$ cat src/rtl/cdt_pkg.sv
package cdt_pkg;

  typedef enum logic [2:0] {
    ST_IDLE,
    ST_T1,
    ST_MAIN,
    ST_T2,
    ST_AUX,
    ST_SLEEP
  } cdt_state_e;

  // A wait is skipped when its count is zero or the detect input is already high.
  function automatic logic dly_skip(input logic cnt_nonzero, input logic zvs);
    return !cnt_nonzero || zvs;
  endfunction

  // Pin level for the auxiliary driver given the switch state and polarity.
  function automatic logic aux_pin(input logic act, input logic inv);
    return act ^ inv;
  endfunction

endpackage

$ cat src/rtl/cdt_sync.sv
module cdt_sync #(
  parameter int unsigned W       = 4,
  parameter int unsigned STAGES  = 2,
  parameter logic [W-1:0] RST_VAL = '0
) (
  input  logic         clk,
  input  logic         rst_n,
  input  logic [W-1:0] d,
  output logic [W-1:0] q
);

  logic [W-1:0] pipe [STAGES];

  for (genvar g = 0; g < STAGES; g++) begin : g_stage
    if (g == 0) begin : g_first
      always_ff @(posedge clk or negedge rst_n) begin
        if (!rst_n) pipe[g] <= RST_VAL;
        else        pipe[g] <= d;
      end
    end else begin : g_next
      always_ff @(posedge clk or negedge rst_n) begin
        if (!rst_n) pipe[g] <= RST_VAL;
        else        pipe[g] <= pipe[g-1];
      end
    end
  end

  assign q = pipe[STAGES-1];

endmodule

$ cat src/rtl/cdt_edge.sv
module cdt_edge #(
  parameter int unsigned SETTLE = 3
) (
  input  logic clk,
  input  logic rst_n,
  input  logic lvl,
  output logic rise,
  output logic fall
);

  logic              prev_q;
  logic [SETTLE-1:0] armed_q;

  always_ff @(posedge clk or negedge rst_n) begin
    if (!rst_n) begin
      prev_q  <= 1'b0;
      armed_q <= '0;
    end else begin
      prev_q  <= lvl;
      armed_q <= {armed_q[SETTLE-2:0], 1'b1};
    end
  end

  assign rise = armed_q[SETTLE-1] &  lvl & ~prev_q;
  assign fall = armed_q[SETTLE-1] & ~lvl &  prev_q;

endmodule

$ cat src/rtl/cdt_dead_timer.sv
module cdt_dead_timer #(
  parameter int unsigned CNT_W = 8
) (
  input  logic             clk,
  input  logic             rst_n,
  input  logic             load,
  input  logic [CNT_W-1:0] load_val,
  output logic             expired
);

  logic [CNT_W-1:0] cnt_q;

  always_ff @(posedge clk or negedge rst_n) begin
    if (!rst_n)               cnt_q <= '0;
    else if (load)            cnt_q <= (load_val == '0) ? '0 : load_val - 1'b1;
    else if (cnt_q != '0)     cnt_q <= cnt_q - 1'b1;
  end

  assign expired = (cnt_q == '0);

endmodule

$ cat src/rtl/cdt_gate_ctrl.sv
module cdt_gate_ctrl
  import cdt_pkg::*;
#(
  parameter int unsigned CNT_W       = 8,
  parameter int unsigned SYNC_STAGES = 2,
  parameter bit          AUX_INV     = 1'b0
) (
  input  logic             clk,
  input  logic             rst_n,
  input  logic             pwm_in,
  input  logic             en_in,
  input  logic             zvs_main,
  input  logic             zvs_aux,
  input  logic [CNT_W-1:0] t1_cycles,
  input  logic [CNT_W-1:0] t2_cycles,
  output logic             main_on,
  output logic             aux_drv,
  output logic             aux_oe
);

  localparam int unsigned SETTLE = SYNC_STAGES + 1;
  // bus order {zvs_aux, zvs_main, en, pwm}; enable resets high
  localparam logic [3:0]  SYNC_RST = 4'b0010;

  logic [3:0] sync_q;
  logic       pwm_s, en_s, zm_s, za_s;
  logic       rise_evt, fall_evt;
  logic       t_exp, t_load;
  logic [CNT_W-1:0] t_val;
  logic       t1_done, t2_done;
  cdt_state_e st_q, st_d;

  cdt_sync #(.W(4), .STAGES(SYNC_STAGES), .RST_VAL(SYNC_RST)) u_sync (
    .clk(clk), .rst_n(rst_n),
    .d({zvs_aux, zvs_main, en_in, pwm_in}),
    .q(sync_q)
  );

  assign {za_s, zm_s, en_s, pwm_s} = sync_q;

  cdt_edge #(.SETTLE(SETTLE)) u_edge (
    .clk(clk), .rst_n(rst_n), .lvl(pwm_s),
    .rise(rise_evt), .fall(fall_evt)
  );

  cdt_dead_timer #(.CNT_W(CNT_W)) u_timer (
    .clk(clk), .rst_n(rst_n),
    .load(t_load), .load_val(t_val),
    .expired(t_exp)
  );

  assign t1_done = (st_q == ST_T1) && (t_exp || zm_s);
  assign t2_done = (st_q == ST_T2) && (t_exp || za_s);

  always_comb begin
    st_d   = st_q;
    t_load = 1'b0;
    t_val  = t1_cycles;
    if (!en_s) begin
      st_d = ST_SLEEP;
    end else if (st_q == ST_SLEEP) begin
      st_d = ST_IDLE;
    end else if (rise_evt) begin
      if (dly_skip(|t1_cycles, zm_s)) begin
        st_d = ST_MAIN;
      end else begin
        st_d   = ST_T1;
        t_load = 1'b1;
      end
    end else if (fall_evt) begin
      t_val = t2_cycles;
      if (dly_skip(|t2_cycles, za_s)) begin
        st_d = ST_AUX;
      end else begin
        st_d   = ST_T2;
        t_load = 1'b1;
      end
    end else if (t1_done) begin
      st_d = ST_MAIN;
    end else if (t2_done) begin
      st_d = ST_AUX;
    end
  end

  always_ff @(posedge clk or negedge rst_n) begin
    if (!rst_n) st_q <= ST_IDLE;
    else        st_q <= st_d;
  end

  assign main_on = (st_q == ST_MAIN);
  assign aux_drv = aux_pin(st_q == ST_AUX, AUX_INV);
  assign aux_oe  = (st_q != ST_SLEEP);

endmodule

$ cat config.mk
export PLATFORM = sky130hd
export DESIGN_NAME = cdt_gate_ctrl
export DESIGN_NICKNAME = d
export VERILOG_FILES = /design/src/rtl/cdt_pkg.sv /design/src/rtl/cdt_sync.sv /design/src/rtl/cdt_edge.sv /design/src/rtl/cdt_dead_timer.sv /design/src/rtl/cdt_gate_ctrl.sv
export SDC_FILE = /design/constraint.sdc
export NUM_CORES = 1
export LEC_CHECK = 0
export ABC_AREA = 1
export BUFFER_PORTS_ARGS = -buffer_cell sky130_fd_sc_hd__buf_2
export CORE_MARGIN = 2
export CORE_UTILIZATION = 35
export CTS_CLUSTER_SIZE = 28
export DETAILED_ROUTE_END_ITERATION = 6
export PLACE_DENSITY_LB_ADDON = 0.15
export SETUP_SLACK_MARGIN = 0.15
export SYNTH_ARGS = -nofsm -noshare
export SYNTH_HDL_FRONTEND = slang
export SYNTH_SLANG_ARGS = --single-unit
$ cat constraint.sdc
create_clock -name clk -period 2.26 [get_ports clk]
set_clock_uncertainty 0.05 [all_clocks]
set_input_delay 0.113 -clock clk [delete_from_list [all_inputs] [get_ports clk]]
set_output_delay 0.113 -clock clk [all_outputs]
set_load 0.005 [all_outputs]
== Yosys cells after proc, flatten, opt, wreduce, memory -nomap -nowiden ==
Index checks and enable logic that the tools add are counted.
Widths: inputs -> output; s select.

* Register bits: 23
* Input port bits: 22
* Output and inout bits: 3
* Logic and storage cells: 56

* Add/sub/neg operators: 2
* Eq/ne operators: 7
* Muxes and demuxes: 21
* Bitwise gates (word level): 6
* Reduce and logical (&&, ||, !) cells: 14

{| class="wikitable"
|+ Operators with widths
! kind !! count
|-
| $mux 8 || 7
|-
| $mux 3 || 7
|-
| $logic_not 8->1 || 2
|-
| $reduce_or 8->1 || 2
|-
| $sub 8x1->8 const B || 2
|-
| $reduce_bool 8->1 || 1
|-
| $eq 3x2->1 const B || 2
|-
| $eq 3x3->1 const B || 2
|-
| $mux 1 || 6
|-
| $ne 6x6->1 const B || 1
|-
| $and 1x1->1 || 4
|-
| $logic_or 1x1->1 || 4
|-
| $eq 3x1->1 const B || 1
|-
| $ne 3x3->1 const B || 1
|-
| $logic_and 1x1->1 || 2
|-
| $logic_not 1->1 || 2
|-
| $mux 2 || 1
|-
| $not 1->1 || 2
|-
| $reduce_bool 2->1 || 1
|}

== Longest topological paths before layout ==
Gate-level depths: netlist (run 1).

* Depth after elaboration: 10
* Gate-level depth with buffers: 14
* Mapped depth without buffers: 13

== By module ==
A second synthesis (run 1) with hierarchy kept.

* Cell total of the unflattened synthesis: 222
* Area total of the unflattened synthesis: 1559.0 um^2

{| class="wikitable"
|+ By module, submodules not included
! module !! times used !! cells an instance !! area an instance (um^2) !! seq. area each (um^2)
|-
| cdt_dead_timer || 1 || 115 || 737.0 || 200.2
|-
| cdt_gate_ctrl || 1 || 86 || 470.5 || 75.1
|-
| cdt_sync || 1 || 12 || 232.7 || 202.7
|-
| cdt_edge || 1 || 9 || 118.9 || 100.1
|}

== Worst setup path before layout (run 1) ==
Ideal clock, no wire load.

* Path type: register to register
* From: register u_sync.pipe (netlist bit u_sync.q[1])
* To: register u_timer.cnt_q[4]
* Setup time: 0.077 ns
* Arrival time: 1.722 ns
* Data required time: 2.133 ns
* Path slack: 0.411 ns
* Cell stages (with the launch flop): 11
* Buffers on the path: 1
* Clock period less this slack: 1.849 ns
* Cells stage by stage: dfstp_2 buf_2 nand3_4 nand2_1 nand2_1 ha_1 nand2_2 nor2_2 a21oi_4 nand3_1 a21oi_1

* Longest elaborated chain between the ends: 4
* Elaborated cells between the ends (all ways): 7
* Those cells by class: 1 x add/sub; 4 x mux; 2 x reduce/logical

{| class="wikitable"
|+ RTL lines
! item !! RTL line !! source
|-
| from (decl) || cdt_sync.sv:12 || <nowiki>logic [W-1:0] pipe [STAGES];</nowiki>
|-
| from (signal, indexed assignment) || cdt_sync.sv:23 || <nowiki>else pipe[g] <= pipe[g-1];</nowiki>
|-
| $mux 8 || cdt_gate_ctrl.sv:59 || <nowiki>if (!en_s) begin</nowiki>
|-
| $sub 8x1->8 or $logic_not 8->1 (tied branches) || cdt_dead_timer.sv:15 || <nowiki>else if (load) cnt_q <= (load_val == '0) ? '0 : load_val - 1'b1;</nowiki>
|-
| $mux 8 (2 in series) || cdt_dead_timer.sv:15 ||
|-
| to (signal assigned) || cdt_dead_timer.sv:15 ||
|-
| to (signal assigned) || cdt_dead_timer.sv:16 || <nowiki>else if (cnt_q != '0) cnt_q <= cnt_q - 1'b1;</nowiki>
|-
| to (decl) || cdt_dead_timer.sv:11 || <nowiki>logic [CNT_W-1:0] cnt_q;</nowiki>
|}

Parallel ways exist; a longest one is shown, timed or not.
A chain may end at the register's enable or synchronous reset.

== Worst setup path in the final report (run 1) ==
* From: register st_q[1]
* To: register u_timer.cnt_q[4]

* Longest elaborated chain between the ends: 6
* Elaborated cells between the ends (all ways): 10
* Those cells by class: 1 x add/sub; 1 x eq/ne; 6 x mux; 2 x reduce/logical

{| class="wikitable"
|+ RTL lines
! item !! RTL line !! source
|-
| from (decl) || cdt_gate_ctrl.sv:31 || <nowiki>cdt_state_e st_q, st_d;</nowiki>
|-
| from (signal assigned) || cdt_gate_ctrl.sv:87 || <nowiki>else st_q <= st_d;</nowiki>
|-
| $eq 3x3->1 * || cdt_gate_ctrl.sv:61 || <nowiki>end else if (st_q == ST_SLEEP) begin</nowiki>
|-
| $mux 8 || cdt_gate_ctrl.sv:61 ||
|-
| $mux 8 || cdt_gate_ctrl.sv:59 ||
|-
| $sub 8x1->8 or $logic_not 8->1 (tied branches) || cdt_dead_timer.sv:15 ||
|-
| $mux 8 (2 in series) || cdt_dead_timer.sv:15 ||
|}

Every way passes the cells marked *; elsewhere a longest branch is shown, timed or not.

==> impl_metrics.csv, run 1 <==
group,metric,value,unit
floorplanning,rows,23,
global_routing,grt_pass1_wl,5754,um
setup_path,cp.arrival,2.08,ns
detailed_routing,drc,0,
layout,fin_cells,293,
clocking,clock_latency,0.27,ns
detailed_routing,wire_per_inst,11.44,um
setup_path,crit_path_end_kind,"register",
floorplanning,io_pins,25,
worst_hold_path,min_from,"t1_cycles[0]",
worst_hold_path,min_path_type,"primary input to register",
floorplanning,start_util,36.76,%
detailed_routing,routed_wl,3353,um
clocking,cts.reportedPaths.clkPinSlew,0.09,ns
yosys,yosysUniqueCellTypes,32,
layout,postLayoutCellArea,1844,sq um
clocking,cts-buffers-inserted,3,
floorplanning,die_h,69.28,um
pwr,power_density,764.1,nW/um^2
timing,fmaxAchievable,518.2,MHz
setup_path,worstSetupPathType,"register to register",
global_routing,gr-total-overflow,0,
timing,finalCritPeriodShare,85.39,%
layout,layout.nets,269,
detailed_routing,initialDrtViolationCount,69,
setup_path,cp.required,2.41,ns
timing,setup_violations,0,
setup_path,startpoint_type,"register",
yosys,syn_avg_cell_area,7.347,sq um
detailed_routing,vias,1376,
timing,whs,0.2193,ns
clocking,clk_path_buf_depth,2,
clocking,htreeDepth,1,
run,cap_violations,0,
yosys,synth-xor-area-share,2.349,%
setup_path,r2r_slack,0.33,ns
yosys,synthMuxAreaShare,0,%
placed_design,placed_area,1658,sq um
yosys,syn_inst,203,
timing,finalCriticalPeriod,1.930,ns
pwr,ir_worst_vdd,0.0002810,V
yosys,synthArstFlopShare,100.0,%
detailed_routing,dr.pass1.iters,4,
placed_design,gp_congestion,0.7980,
placed_design,dp_hpwl,2566,um
pwr,total_power,1409,uW
timing,worstMarginPinSlew,0.5159,ns
layout,fillers,427,
worst_hold_path,holdPathEnd,"u_timer.cnt_q[0]",
yosys,yosysSeqAreaShare,38.76,%
placed_design,dp_cells,275,
yosys,syn_area,1491,sq um
detailed_routing,drt.antenna.violating_nets,0,
clocking,cts-root-buf,"clkbuf_8",
global_routing,grt.total_usage,14.57,%
yosys,ys_warn_count,0,
timing,setup_tns,0,ns
yosys,synth-seq-cells,23,
layout,syn_to_final_growth,23.66,%
timing,grt_setup_unrepaired,"no",
worst_hold_path,hold_depth,6,
setup_path,reg2reg_depth,12,
global_routing,antenna_found_initial,0,
placed_design,portBuffers,24,
setup_path,r2r_start,"st_q[1]",
clocking,cts_tree,"built",
detailed_routing,vias_per_cell,4.696,
clocking,clock_sinks,23,
timing,hold_violations,0,
run_status,status,"complete, no violations",
global_routing,grt_pass1_vias,1295,
pwr,power.leakage,0.0009622,uW
yosys,synth_compound_gate_area_share,9.983,%
timing,slew-limit-headroom,65.60,%
yosys,synth_flop_cell,"dfrtp_1",
layout,drive_gt1_share,27.16,%
yosys,synthesis.nets,228,
timing,slew_viol_final,0,
yosys,synth-adder-area-share,2.517,%
yosys,synth_top_family_by_area,"simple AND/OR/NAND/NOR gates",
floorplanning,die_w,69.28,um
yosys,yosys.area_share.simple,35.74,%
floorplanning,coreArea,4058,sq um
setup_path,rr_endpoint,"u_timer.cnt_q[4]",
layout,diodes,0,
floorplanning,die_area,4800,sq um
setup_path,critPathMaxFanout,8,
yosys,synth-edff-count,0,
global_routing,grt_max_degree,24,
Yosys cell counts (4+ instances only):
| master | number | area share, % |
|---|---|---|
| nand2_1 | 47 | 12 |
| inv_1 | 34 | 8.6 |
| dfrtp_1 | 21 | 35 |
| nor2_1 | 17 | 4.3 |
| nand4_1 | 12 | 5.0 |
| nand3_1 | 10 | 3.4 |
| a21oi_1 | 9 | 3.0 |
| nand2_2 | 9 | 3.8 |
| o21ai_0 | 8 | 2.7 |
| nor3_1 | 4 | 1.3 |
layout by cell type, fill, tap and decap left out, types with 3 or more instances in the layout:
| cell | instances |
|---|---|
| nand2_1 | 47 |
| nor2_1 | 16 |
| xor2_1 | 3 |
| dfrtp_1 | 19 |
| nand4_1 | 12 |
| o21ai_0 | 8 |
| inv_2 | 4 |
| nand2_2 | 9 |
| inv_1 | 33 |
| a21oi_1 | 9 |
| nor2_2 | 3 |
| nand3_1 | 9 |
| buf_4 | 9 |
| nor3_1 | 4 |
| dlygate4sd3_1 | 5 |
| clkbuf_8 | 3 |
| buf_2 | 24 |
kinds of logic after synthesis:
kind of cell | count (synthesis)
buffers and inverters | 39
xor gates and xnor gates | 4
AOI/OAI and AO/OA | 25
and+or+nand+nor | 108
DFF | 23
other | 1
adders and majority gates | 3
report_power, final:
| part | switching [uW] | internal (uW) |
|---|---|---|
| Clock | 141 | 125 |
| Sequential | 72.6 | 509 |
| Combinational | 320 | 242 |
| Total | 534 | 876 |
state kept, by name, indices dropped and copies added (netlist names):
register,cells
st_q,3
u_edge.armed_q,3
u_edge.prev_q,1
u_sync.pipe,4
u_sync.q,4
u_timer.cnt_q,8
per-stage QoR:
| step | worst slack [ns] | util [%] |
|---|---|---|
| floorplan | 0.4110 | - |
| global placement | 0.1856 | 40.86 |
| detailed placement | 0.1191 | 40.86 |
| CTS | 0.1934 | 43.48 |
| global route | 0.1562 | 45.45 |
| finish | 0.3302 | 45.45 |
final cells by class:
class	count	area, sq um	area share (%)
multi-input cells	141	775.7	42.06
flip-flops and latches	23	580.6	31.48
repair buffers	38	237.7	12.89
inverters	37	138.9	7.531
well taps	50	62.56	3.392
clock buffers	3	41.29	2.239
clock inverters	1	7.507	0.4071
what timing repair did:
| item | CTS | global route |
|---|---|---|
| resized for setup | 1 | 6 |
| pin swaps | 0 | 3 |
| hold buffers | 5 | 0 |
| hold endpoints to repair | 25 | 0 |
| setup endpoints to repair | 3 | 8 |
| setup buffers | 0 | 9 |
worst max-delay path, stage by stage (launching register included):
cell,delay (ns)
dfrtp_1,0.40
inv_2,0.11
nand3_4,0.15
nand2_2,0.12
nor2_2,0.04
nand2_1,0.07
nand2_2,0.07
ha_2,0.21
nand2_2,0.07
nor2_2,0.05
a21oi_4,0.22
nand3_1,0.16
a21oi_1,0.14
metal layers:
layer | track usage [%] | up-vias | wire (um) | part of all wire (%)
li1 | - | 725 | - | -
met1 | 21.09 | 621 | 1739 | 52
met2 | 21.69 | 26 | 1433 | 43
met3 | 3.488 | 4 | 142 | 4.2
met4 | 3.922 | 0 | 36 | 1.1
met5 | 0 | - | 0 | 0
worst max path at each step:
stage,startpoint,to,slack [ns],cells past startpoint
final,st_q[1],u_timer.cnt_q[4],0.33,12
after global routing,u_edge.armed_q[2],u_timer.cnt_q[4],0.16,11
after CTS,st_q[1],u_timer.cnt_q[4],0.19,12
after detailed placement,st_q[1],u_timer.cnt_q[4],0.12,12
after global placement,st_q[1],u_timer.cnt_q[4],0.19,12
after floorplan,u_sync.q[1],u_timer.cnt_q[4],0.41,10
(Power assumes the default switching activity.)
==> inputs of run 2 (changes only) <==
Settings changed: CELL_PAD_IN_SITES_DETAIL_PLACEMENT from default to 1, CELL_PAD_IN_SITES_GLOBAL_PLACEMENT from default to 1, CORE_UTILIZATION 35 to 40.
==> run 2 against run 1 <==
Effect of this change:
- maximum frequency decreased by 2.8%
- via count grew 7.8%
- sequential cell count unchanged
- first-iteration DRC count is 1.4% higher
- utilization grew 6.0 points
- clock power fell by 2%
- register-to-register slack worse by 0.06 ns
- combinational power rose by 3%
- clock-buffer cell count unchanged
- die area down 12%
- hold slack improved by 0.048 ns
- highest routed layer unchanged
==> impl_metrics.csv, run 2 (synthesized netlist as in run 1, its figures left out) <==
group,metric,value,unit
run_status,status,"complete, no violations",
pwr,power_density,762.2,nW/um^2
floorplanning,die_area,4233,sq um
timing,fmaxAchievable,503.7,MHz
placed_design,dp_cells,274,
worst_hold_path,min_path_type,"primary input to register",
clocking,clk_path_buf_depth,2,
placed_design,dp_hpwl,3243,um
floorplanning,die_h,65.06,um
clocking,cts-root-buf,"clkbuf_8",
setup_path,startpoint_type,"register",
global_routing,antenna_found_initial,0,
pwr,power.leakage,0.0009741,uW
timing,finalCriticalPeriod,1.985,ns
setup_path,crit_path_end_kind,"register",
global_routing,gr-total-overflow,0,
layout,diodes,0,
floorplanning,io_pins,25,
layout,largest_register,"u_timer.cnt_q",
pwr,ir_worst_vdd,0.0004164,V
setup_path,critPathMaxFanout,8,
placed_design,place_ws,0.06612,ns
layout,final_common_cell,"nand2_1",
clocking,clock_sinks,23,
run,cap_violations,0,
global_routing,grt.total_usage,21.13,%
global_routing,grtUsageMet2,39.43,%
detailed_routing,routed_wl,4079,um
detailed_routing,wire_per_inst,13.92,um
detailed_routing,vias,1484,
pwr,p_sw,549.8,uW
layout,final_cell_mix,"45 x nand2_1, 33 x inv_1, 24 x buf_2",
timing,grt_setup_unrepaired,"no",
timing,layout_setup_ws,0.2746,ns
timing,hold_violations,0,
floorplanning,start_util,41.05,%
detailed_routing,vias_per_cell,5.065,
layout,fin_cells,293,
timing,finalCritPeriodShare,87.85,%
layout,layout.nets,271,
layout,syn_to_final_growth,25.34,%
clocking,cts_tree,"built",
pwr,switching_share,38.59,%
detailed_routing,drt.antenna.violating_nets,0,
pwr,pwr-share-comb,40.6,%
global_routing,grt_util_met3,1.910,%
setup_path,cp.arrival,2.09,ns
global_routing,busiest_layer,"met2",
clocking,htreeDepth,1,
pwr,p_int,874.9,uW
clocking,cts-buffers-inserted,3,
timing,whs,0.2677,ns
pwr,clockPowerShare,18.2,%
global_routing,grt_pass1_wl,6782,um
pwr,seqPwrFrac,41.2,%
setup_path,cp.required,2.36,ns
floorplanning,die_w,65.06,um
placed_design,portBuffers,24,
global_routing,grt_max_degree,24,
clocking,clock_latency,0.27,ns
layout,largest_reg_flops,8,
placed_design,gp_congestion,0.8454,
detailed_routing,dr.pass1.iters,4,
global_routing,grtUsageMet1,24.23,%
detailed_routing,drc,0,
timing,setup_violations,0,
detailed_routing,initialDrtViolationCount,70,
setup_path,worstSetupPathType,"register to register",
timing,setup_tns,0,ns
layout,drive_gt1_share,28.98,%
floorplanning,rows,22,
global_routing,grt_pass1_vias,1564,
clocking,cts.reportedPaths.clkPinSlew,0.08,ns
floorplanning,coreArea,3633,sq um
timing,slew_viol_final,0,
==> run 2: cell types whose count changed in the layout (fill, tap and decap cells not counted), sizes merged <==
| cell | previous run | this run |
|---|---|---|
| buf | 33 | 35 |
==> run 2: metrics by stage <==
stage | util [%] | cell area (sq um) | power (uW)
after floorplan | - | 1491 | 975.5
after global placement | 45.76 | 1663 | 1081
after detailed placement | 45.76 | 1663 | 1119
after CTS | 49.31 | 1792 | 1425
after global routing | 51.45 | 1869 | 1552
final | 51.45 | 1869 | 1425
==> run 2: final timing paths <==
check                                   from           endpoint  slack (ns)  cells after the start
min                             t1_cycles[0]   u_timer.cnt_q[0]        0.27                      6
max reg2reg                      u_sync.q[1]   u_timer.cnt_q[5]        0.27                      9
min reg2reg                u_edge.armed_q[1]  u_edge.armed_q[2]        0.30                      0
min in group asynchronous              rst_n   u_timer.cnt_q[1]        0.29                      2
max in group asynchronous              rst_n        u_sync.q[0]        1.51                      2
max                              u_sync.q[1]   u_timer.cnt_q[5]        0.27                      9
==> run 2: critical path: stages, from the launching register on <==
cell and delay [ns]:
dfstp_2 0.65, buf_4 0.15, nand4_1 0.14, nand2_2 0.12, ha_2 0.22, nand2_2 0.07
nor2_2 0.16, a21oi_4 0.12, nand3_1 0.10, a21oi_1 0.07
==> run 2: area by class of cell <==
type                    count  area [sq um]
well taps                  48         60.06
clock buffers               3         41.29
clock inverters             1         7.507
repair buffers             40         252.7
multi-input cells         141         788.3
fillers                   480          1764
inverters                  37         138.9
flip-flops and latches     23         580.6
==> run 2: metal layers <==
layer  routed length, um  vias to the layer above
met5                   0                        -
met4                 109                        0
met3                 130                       10
met2                2053                       34
met1                1786                      707
li1                    -                      733
==> run 2: power by group through the flow <==
stage / clock [uW] / sequential [uW] / combinational, uW
finish: 259 / 586 / 579
global route: 284 / 600 / 668
CTS: 270 / 585 / 570
detailed placement: 0 / 590 / 529
global placement: 0 / 582 / 499
floorplan: 0 / 566 / 410
==> run 2: what timing repair did <==
action	CTS	global route
buffers inserted	3	7
pin swaps	1	2
endpoints found under the setup margin	8	8
endpoints found under the hold margin	25	0
resized for setup	1	9
hold buffers	5	0
==> inputs of run 3 (changes only) <==
Settings changed: BUFFER_PORTS_ARGS -buffer_cell sky130_fd_sc_hd__buf_2 to default, CORE_UTILIZATION 40 to 45, DONT_BUFFER_PORTS from default to 1.
==> run 3 against run 2 <==
Effect of this change:
- via count shrank 6.4%
- sequential cell count stayed put
- die area fell by 10%
- worst setup slack improved by 0.10 ns
- design area fell by 9.3%
- first-iteration DRC count decreased by 39%
- utilization rose by 3.2 points
- combinational power down 6.9%
- wire length decreased by 8.1%
- final cell count down 11%
- sequential share of layout area grew 3.1 points
- clock power down 27%
==> impl_metrics.csv, run 3 (synthesized netlist as in run 1, its figures left out) <==
group,metric,value,unit
run_status,status,"complete, no violations",
placed_design,gp_congestion,0.8759,
clocking,clock_latency,0.32,ns
setup_path,r2r_start,"u_edge.armed_q[2]",
clocking,cts.reportedPaths.clkPinSlew,0.13,ns
setup_path,worstSetupPathType,"register to register",
placed_design,portBuffers,0,
pwr,power_density,776.7,nW/um^2
global_routing,grt_max_degree,24,
timing,finalCriticalPeriod,1.885,ns
timing,hold_violations,0,
detailed_routing,dr.pass1.iters,4,
detailed_routing,routed_wl,3749,um
layout,layout.nets,244,
pwr,ir_worst_vdd,0.0003640,V
timing,whs,0.08770,ns
global_routing,grt_pass1_wl,6099,um
timing,slew-limit-headroom,31.93,%
global_routing,grt_pass1_vias,1430,
floorplanning,rows,20,
setup_path,crit_path_start,"u_edge.armed_q[2]",
setup_path,cp.arrival,2.09,ns
timing,worstMarginPinSlew,1.018,ns
layout,largest_reg_flops,8,
clocking,clk_path_buf_depth,2,
timing,finalCritPeriodShare,83.42,%
setup_path,cp.required,2.47,ns
global_routing,antenna_found_initial,0,
detailed_routing,wire_per_inst,14.31,um
run,cap_violations,0,
layout,diodes,0,
layout,drive_gt1_share,19.27,%
timing,slew_viol_final,0,
timing,grt_setup_unrepaired,"no",
layout,final_common_cell,"nand2_1",
setup_path,cp_slowest_cell,"dfrtp_1",
floorplanning,die_w,61.57,um
global_routing,gr-total-overflow,0,
clocking,htreeDepth,1,
detailed_routing,initialDrtViolationCount,43,
placed_design,dp_hpwl,2922,um
layout,final_cell_mix,"47 x nand2_1, 33 x inv_1, 20 x dfrtp_1",
global_routing,grt.total_usage,21.82,%
floorplanning,die_h,61.57,um
setup_path,startpoint_type,"register",
pwr,power.leakage,0.0008584,uW
floorplanning,io_pins,25,
timing,setup_tns,0,ns
layout,fillers,404,
layout,syn_to_final_growth,13.67,%
clocking,clock_sinks,23,
detailed_routing,drt.antenna.violating_nets,0,
clocking,cts-buffers-inserted,3,
detailed_routing,vias_per_cell,5.302,
timing,fmaxAchievable,530.5,MHz
layout,largest_register,"u_timer.cnt_q",
floorplanning,coreArea,3103,sq um
floorplanning,start_util,48.06,%
setup_path,crit_path_cell_trace,"nand2_2, nor2_8, inv_2, nor2_2, nand2_1, nand2_2, ha_2, nand3_1, nor2_1, nand2_1, nand2_1, nand2_1, a21oi_1",
detailed_routing,drc,0,
setup_path,crit_top_cell,"nand2_1",
floorplanning,die_area,3791,sq um
setup_path,crit_path_end_kind,"register",
worst_hold_path,min_path_type,"primary input to register",
worst_hold_path,min_from,"t1_cycles[3]",
timing,setup_violations,0,
setup_path,critPathMaxFanout,4,
setup_path,critPathMaxStageDelay,0.39,ns
clocking,cts_tree,"built",
detailed_routing,vias,1389,
clocking,cts-root-buf,"clkbuf_4",
## run 3: cell count changes in the layout (fill, tap and decap cells not counted), sizes merged
cell / previous run / this run
clkinv: 0 / 1
buf: 35 / 8
clkinvlp: 1 / 0
## run 3: cell type report
cell class              instances  area [sq um]  area share [%]
well taps                      44         55.05           3.247
inverters                      37         138.9           8.192
clock inverters                 1         5.005          0.2952
repair buffers                 13         110.1           6.494
clock buffers                   3         22.52           1.328
flip-flops and latches         23         579.3           34.17
multi-input cells             141         784.5           46.27
## run 3: worst max-delay path, delay by kind of cell, from the launching register on
| family | cells | cell delay, ns |
|---|---|---|
| AO/OA/AOI/OAI | 1 | 0.13 |
| adder cells (fa/ha/maj) | 1 | 0.21 |
| buffers and inverters | 1 | 0.07 |
| flip-flops | 1 | 0.39 |
| AND/OR/NAND/NOR | 10 | 0.97 |
## run 3: final timing paths
check                                   end  slack (ns)  depth (start not counted)
min reg2reg                     u_sync.q[2]        0.31                          0
max in group asynchronous       u_sync.q[0]        1.13                          1
max reg2reg                u_timer.cnt_q[6]        0.37                         13
min in group asynchronous  u_timer.cnt_q[7]        0.35                          1
min                        u_timer.cnt_q[3]        0.09                          5
max                        u_timer.cnt_q[6]        0.37                         13
## run 3: repair_timing
| action | 4_1_cts | 5_1_grt |
|---|---|---|
| hold buffers | 5 | 0 |
| gates resized for setup | 0 | 8 |
| setup endpoints to repair | 0 | 8 |
| buffers inserted | 0 | 7 |
| endpoints found under the hold margin | 27 | 0 |
## run 3: layer usage
metal,track usage [%],vias to the layer above,share of wire [%]
met2,40.60,23,54
met4,6.991,0,2.3
met1,24.87,678,42
met5,0,-,0
li1,-,678,-
met3,4.202,10,2.6
## run 3: power breakdown
group	leakage (uW)	switching, uW	internal (uW)
Clock	0.0000177	124	66.2
Combinational	0.000571	330	209
Sequential	0.000269	79.9	508
Total	0.000858	534	783
## run 3: through the flow
step	instance area, sq um	cells	utilization [%]	worst slack (ns)	power (uW)
after floorplan	1491	203	-	0.4110	975.5
after global placement	1538	246	49.56	0.2484	1052
after detailed placement	1538	246	49.56	0.1974	1091
after CTS	1615	255	52.06	0.1707	1301
after global routing	1695	262	54.64	0.1601	1433
final	1695	262	54.64	0.3748	1317
